$ cat src/rtl/cts_pkg.sv
package cts_pkg;
  typedef enum logic {
    POL_FIFO = 1'b0,
    POL_LRU  = 1'b1
  } policy_e;
endpackage

$ cat src/rtl/cts_lookup.sv
// Parallel tag compare across the ways of one set, plus lowest free way.
module cts_lookup #(
  parameter int WAYS  = 2,
  parameter int TAG_W = 9,
  parameter int WAY_W = 1
) (
  input  logic [WAYS-1:0]            valid_row,
  input  logic [WAYS-1:0][TAG_W-1:0] tag_row,
  input  logic [TAG_W-1:0]           tag_in,
  output logic                       hit,
  output logic [WAY_W-1:0]           hit_way,
  output logic                       has_free,
  output logic [WAY_W-1:0]           free_way
);
  always_comb begin
    hit      = 1'b0;
    hit_way  = '0;
    has_free = 1'b0;
    free_way = '0;
    // descending scan so the lowest index wins
    for (int w = WAYS - 1; w >= 0; w--) begin
      if (!valid_row[w]) begin
        has_free = 1'b1;
        free_way = WAY_W'(w);
      end
      if (valid_row[w] && (tag_row[w] == tag_in)) begin
        hit     = 1'b1;
        hit_way = WAY_W'(w);
      end
    end
  end
endmodule

$ cat src/rtl/cts_victim.sv
// Victim choice: free way first, else oldest age (LRU) or fill pointer (FIFO).
module cts_victim
  import cts_pkg::*;
#(
  parameter int WAYS  = 2,
  parameter int WAY_W = 1
) (
  input  policy_e                    policy,
  input  logic [WAYS-1:0][WAY_W-1:0] age_row,
  input  logic [WAY_W-1:0]           fifo_ptr,
  input  logic                       has_free,
  input  logic [WAY_W-1:0]           free_way,
  output logic [WAY_W-1:0]           victim
);
  always_comb begin
    victim = fifo_ptr;
    if (has_free) begin
      victim = free_way;
    end else if (policy == POL_LRU) begin
      victim = '0;
      for (int w = 0; w < WAYS; w++) begin
        if (age_row[w] == WAY_W'(WAYS - 1)) victim = WAY_W'(w);
      end
    end
  end
endmodule

$ cat src/rtl/cts_sat_counter.sv
module cts_sat_counter #(
  parameter int W = 32
) (
  input  logic         clk,
  input  logic         clr,
  input  logic         inc,
  output logic [W-1:0] count
);
  always_ff @(posedge clk) begin
    if (clr)                       count <= '0;
    else if (inc && (count != '1)) count <= count + 1'b1;
  end
endmodule

$ cat src/rtl/cache_tag_sim.sv
module cache_tag_sim
  import cts_pkg::*;
#(
  parameter int ADDR_W      = 16,
  parameter int BLOCK_BYTES = 16,
  parameter int WAYS        = 2,
  parameter int CAPACITY    = 256,
  parameter int CNT_W       = 32
) (
  input  logic              clk,
  input  logic              rst,
  input  logic              clear,
  input  logic              lru_sel,
  input  logic              req_valid,
  input  logic [ADDR_W-1:0] req_addr,
  output logic              rsp_valid,
  output logic              rsp_hit,
  output logic [CNT_W-1:0]  access_count,
  output logic [CNT_W-1:0]  hit_count
);
  localparam int SETS     = CAPACITY / (WAYS * BLOCK_BYTES);
  localparam int OFF_W    = $clog2(BLOCK_BYTES);
  localparam int IDX_BITS = $clog2(SETS);
  localparam int IDX_W    = (IDX_BITS > 0) ? IDX_BITS : 1;
  localparam int WAY_W    = (WAYS > 1) ? $clog2(WAYS) : 1;
  localparam int TAG_W    = ADDR_W - OFF_W - IDX_BITS;

  // replacement state and tags, one row per set
  logic [WAYS-1:0]             valid_q [SETS];
  logic [WAYS-1:0][TAG_W-1:0]  tag_q   [SETS];
  logic [WAYS-1:0][WAY_W-1:0]  age_q   [SETS];
  logic [WAY_W-1:0]            ptr_q   [SETS];
  policy_e                     policy_q;

  logic [IDX_W-1:0] set_idx;
  logic [TAG_W-1:0] tag_in;
  logic             hit, has_free;
  logic [WAY_W-1:0] hit_way, free_way, victim, touch, ptr_next;

  generate
    if (IDX_BITS > 0) begin : g_idx
      assign set_idx = req_addr[OFF_W +: IDX_BITS];
    end else begin : g_noidx
      assign set_idx = '0;
    end
  endgenerate
  assign tag_in = req_addr[ADDR_W-1 -: TAG_W];

  cts_lookup #(.WAYS(WAYS), .TAG_W(TAG_W), .WAY_W(WAY_W)) u_lookup (
    .valid_row (valid_q[set_idx]),
    .tag_row   (tag_q[set_idx]),
    .tag_in    (tag_in),
    .hit       (hit),
    .hit_way   (hit_way),
    .has_free  (has_free),
    .free_way  (free_way)
  );

  cts_victim #(.WAYS(WAYS), .WAY_W(WAY_W)) u_victim (
    .policy   (policy_q),
    .age_row  (age_q[set_idx]),
    .fifo_ptr (ptr_q[set_idx]),
    .has_free (has_free),
    .free_way (free_way),
    .victim   (victim)
  );

  assign touch    = hit ? hit_way : victim;
  assign ptr_next = (victim == WAY_W'(WAYS - 1)) ? '0 : victim + 1'b1;

  always_ff @(posedge clk) begin
    if (rst || clear) begin
      policy_q <= policy_e'(lru_sel);
      for (int s = 0; s < SETS; s++) begin
        valid_q[s] <= '0;
        ptr_q[s]   <= '0;
        for (int w = 0; w < WAYS; w++) age_q[s][w] <= WAY_W'(w);
      end
    end else if (req_valid) begin
      if (!hit) begin
        valid_q[set_idx][victim] <= 1'b1;
        tag_q[set_idx][victim]   <= tag_in;
        ptr_q[set_idx]           <= ptr_next;
      end
      // recency: touched way becomes youngest, younger ones age by one
      for (int w = 0; w < WAYS; w++) begin
        if (WAY_W'(w) == touch)
          age_q[set_idx][w] <= '0;
        else if (age_q[set_idx][w] < age_q[set_idx][touch])
          age_q[set_idx][w] <= age_q[set_idx][w] + 1'b1;
      end
    end
  end

  always_ff @(posedge clk) begin
    if (rst || clear) begin
      rsp_valid <= 1'b0;
      rsp_hit   <= 1'b0;
    end else begin
      rsp_valid <= req_valid;
      rsp_hit   <= req_valid && hit;
    end
  end

  cts_sat_counter #(.W(CNT_W)) u_acc_cnt (
    .clk   (clk),
    .clr   (rst || clear),
    .inc   (req_valid),
    .count (access_count)
  );

  cts_sat_counter #(.W(CNT_W)) u_hit_cnt (
    .clk   (clk),
    .clr   (rst || clear),
    .inc   (req_valid && hit),
    .count (hit_count)
  );
endmodule

$ cat config.mk
export PLATFORM = sky130hd
export DESIGN_NAME = cache_tag_sim
export DESIGN_NICKNAME = d
export VERILOG_FILES = /design/src/rtl/cts_pkg.sv /design/src/rtl/cts_lookup.sv /design/src/rtl/cts_victim.sv /design/src/rtl/cts_sat_counter.sv /design/src/rtl/cache_tag_sim.sv
export SDC_FILE = /design/constraint.sdc
export NUM_CORES = 1
export LEC_CHECK = 0
export ABC_AREA = 1
export BUFFER_PORTS_ARGS = -buffer_cell sky130_fd_sc_hd__buf_4
export CAP_MARGIN = 20
export CORE_MARGIN = 2
export CORE_UTILIZATION = 44
export CTS_CLUSTER_DIAMETER = 60
export DETAILED_ROUTE_END_ITERATION = 16
export SYNTH_ARGS = -nofsm -noshare
export SYNTH_HDL_FRONTEND = slang
export SYNTH_SLANG_ARGS = --single-unit
$ cat constraint.sdc
create_clock -name clk -period 2.9 [get_ports clk]
set_input_delay 0.145 -clock clk [delete_from_list [all_inputs] [get_ports clk]]
set_output_delay 0.145 -clock clk [all_outputs]
set_load 0.005 [all_outputs]
==> impl_results.md <==
- Detailed Route WL: 30810 µm
- CTS Buf Count: 30
- Design Area, Final: between 10000 and 15000 µm²
- FF-to-FF path depth: 16
- Dominant synthesized flop cell: edfxtp_1
- Flop pwr share: 47.0%
- Arr. time, crit path: ~3 ns
- Sw frac: a little under a quarter
- Antenna violations before repair: 0
- Hold Violations, Final: 0
- Synthesized area: about 12000 µm²
- Total negative slack: 0 ns
- First drt pass iteration count: 5
- Fmax achieved: a little under 400 MHz
- Layout cells sized above 1: between 10% and 20%
- Most frequent cells in the layout: nand2_1 (563), inv_1 (220), edfxtp_1 (168)
- CP Launch Type: flip-flop
- I/O Buffers: about 80
- Crit-path max FO: 22
- Top-area cell type share of the netlist area: about two fifths
- Switching power: between 1.5 and 2 mW
- Post-CTS Setup Bufs: 0
- Clk pwr share: roughly 47%
- DR WL/cell: between 15 and 20 µm
- Max Slew Vio Count: 0
- Status: complete, no violations
- Asr flop ratio synth: 0%
- Clk sink count: 251
- # setup viols final: 0
- Gpl congestion: 0.8813
- Synthesis Warnings: 0
- EDFF count, synth: between 150 and 200
- Synth area leaders: edfxtp_1 (42%), nand2_1 (17%), dfxtp_1 (14%)
- CTS tree: yes
- Syn_nets: 1548
- Root buf cell: clkbuf_16
- Avg Cell Area, Syn: between 7 and 8 µm²
- Least-Margin Pin Slew: 0.8254 ns
- Hold-critical path depth: 4
- DRC Markers: 0
- H-tree depth: 1
- Largest net degree at the start of global routing: 78
- Int Pwr: ~6.3 mW
- Via count of the first global-routing pass: about 9400
- RSZ-0062 raised after global routing: no
- Post-synthesis sequential area ratio: between 50 and 60%
- Die width: 170.1 µm
- Buffer depth of the longest clock path: 3
- Req. time, crit path: about 3.3 ns
- Congestion Overflow GR: 0
- Worst hold path type: input port to flip-flop
- Synth area leader: edfxtp_1
- Fin Clk Skew: approximately 0.017 ns
- Flops & latches, synth: around 250
- Vias: approximately 10000
- Clk slew on worst S/H paths: approximately 0.060 ns
- DRT antenna net count: 0
- Final critical-path required period: 2.572 ns
- Setup CP Type: flip-flop to flip-flop
- Tot GR Track Use: 21.46%
- Final nets: 1681
- Detailed placement HPWL: between 20000 and 25000 µm
- Clk_lat worst skew: between 0.5 and 0.6 ns
- Die area: roughly 29000 µm²
- Area Growth Syn to Fin: 19.74%
- Antenna fix cells: 0
- P per Cell Area: between 500 and 600 nW/µm²
- Synth Instances: 1525
- Std cell rows: 60
- Max transition margin: between 40% and 50%
- Final period util: ~90%
- Via density: 4.981
- Crit path capture type: flip-flop
- Pleak: approximately 6.3 nW
- Core area: 27030 µm²
- Placed inst area: 13410 µm²
- Synth cell types: 41
- Initial core utilization: between 40 and 50%
- First-pass GRT wire length: approximately 50000 µm
- Peak supply drop: 0.3470 mV
- I/O pin cnt: 87
- Most common cell after layout, fill and taps aside: nand2_1
- Drt first-iter violations: 681
- Max_cap viols: 0
- Die Y: ~170 µm
- Comb pwr share: under 10%
path summary, 6_finish.rpt:
kind	startpoint	to	slack [ns]
setup / recovery	u_hit_cnt.count[0]$_SDFFE_PP0P_	u_hit_cnt.count[2]$_SDFFE_PP0P_	0.33
hold / removal	rst	u_hit_cnt.count[25]$_SDFFE_PP0P_	0.08
setup reg to reg	u_hit_cnt.count[0]$_SDFFE_PP0P_	u_hit_cnt.count[2]$_SDFFE_PP0P_	0.33
hold reg to reg	valid_q[5][1]$_DFF_P_	valid_q[5][1]$_DFF_P_	0.46
flip-flops by register name (all words and copies together), names as in the netlist:
signal / flops
tag_q: 144
u_acc_cnt.count: 32
u_hit_cnt.count: 32
age_q: 16
valid_q: 16
ptr_q: 8
policy_q: 1
rsp_hit: 1
rsp_valid: 1
worst max-delay path, stage by stage (launching register included):
cell,delay (ns)
dfxtp_1,0.34
ha_1,0.20
nand3_1,0.15
nor3_2,0.19
nand2_1,0.12
nor2_2,0.14
nand3_1,0.15
nor2_2,0.19
nand2_1,0.11
o21ai_1,0.15
inv_2,0.17
nand2_4,0.11
inv_2,0.16
nand2_1,0.11
nand2_1,0.06
nand2_1,0.05
nor2_1,0.04
cells in the mapped netlist, drive strengths merged, types with 8 or more instances:
| master | n |
|---|---|
| inv | 226 |
| o21ai | 56 |
| nor2 | 146 |
| dfxtp | 83 |
| nor3 | 27 |
| clkbuf | 16 |
| o22ai | 8 |
| buf | 29 |
| nand3 | 93 |
| edfxtp | 168 |
| nand2 | 567 |
| nand4 | 33 |
| a21oi | 28 |
per-stage QoR:
step           hold WS, ns  total power [mW]  setup slack [ns]  cells  utilization [%]
4_1_cts            0.05135             8.242            0.3445   2023            53.77
3_5_place_dp        0.3248             4.414            0.2322   1956            49.62
2_1_floorplan       0.2439             4.217            0.3634   1525                -
6_report           0.07904             8.167            0.3278   2023            53.77
3_3_place_gp        0.3253             4.407            0.2706   1956            49.62
5_1_grt            0.08405             8.440           0.02454   2023            53.77
power by group through the flow:
stage	logic [mW]	registers, mW	clock network, mW
floorplan	0.300	3.92	0
global placement	0.490	3.92	0
detailed placement	0.496	3.92	0
CTS	0.510	3.84	3.89
global route	0.572	3.84	4.03
finish	0.509	3.84	3.82
timing repair:
item / CTS / global route
endpoints found under the hold margin: 147 / 0
resized for setup: 0 / 0
hold buffers: 11 / 0
final cells by class:
cell class / instances / area [µm²]
timing repair buffer: 146 / 1174
clock inverter: 22 / 225.2
multi-input combinational: 1001 / 4357
clock buffer: 34 / 787.0
fill: 2464 / 12490
inverter: 228 / 855.8
tap: 341 / 426.7
sequential: 251 / 6706
logic make-up after synthesis:
family | count (synthesis) | share of synthesized area (%)
simple gates | 882 | 30.03
compound gates | 113 | 5.310
xor+xnor | 4 | 0.2887
buf+inv | 273 | 8.898
fa+ha+maj | 2 | 0.2062
flops | 251 | 55.26
layer usage:
layer	wire length (µm)	track usage [%]	up-vias
li1	-	-	5140
met1	14700	30.96	4652
met2	13920	34.38	243
met3	1684	2.977	42
met4	501	4.905	0
met5	0	0	-
Note: power is estimated with default switching activity, not from simulation.
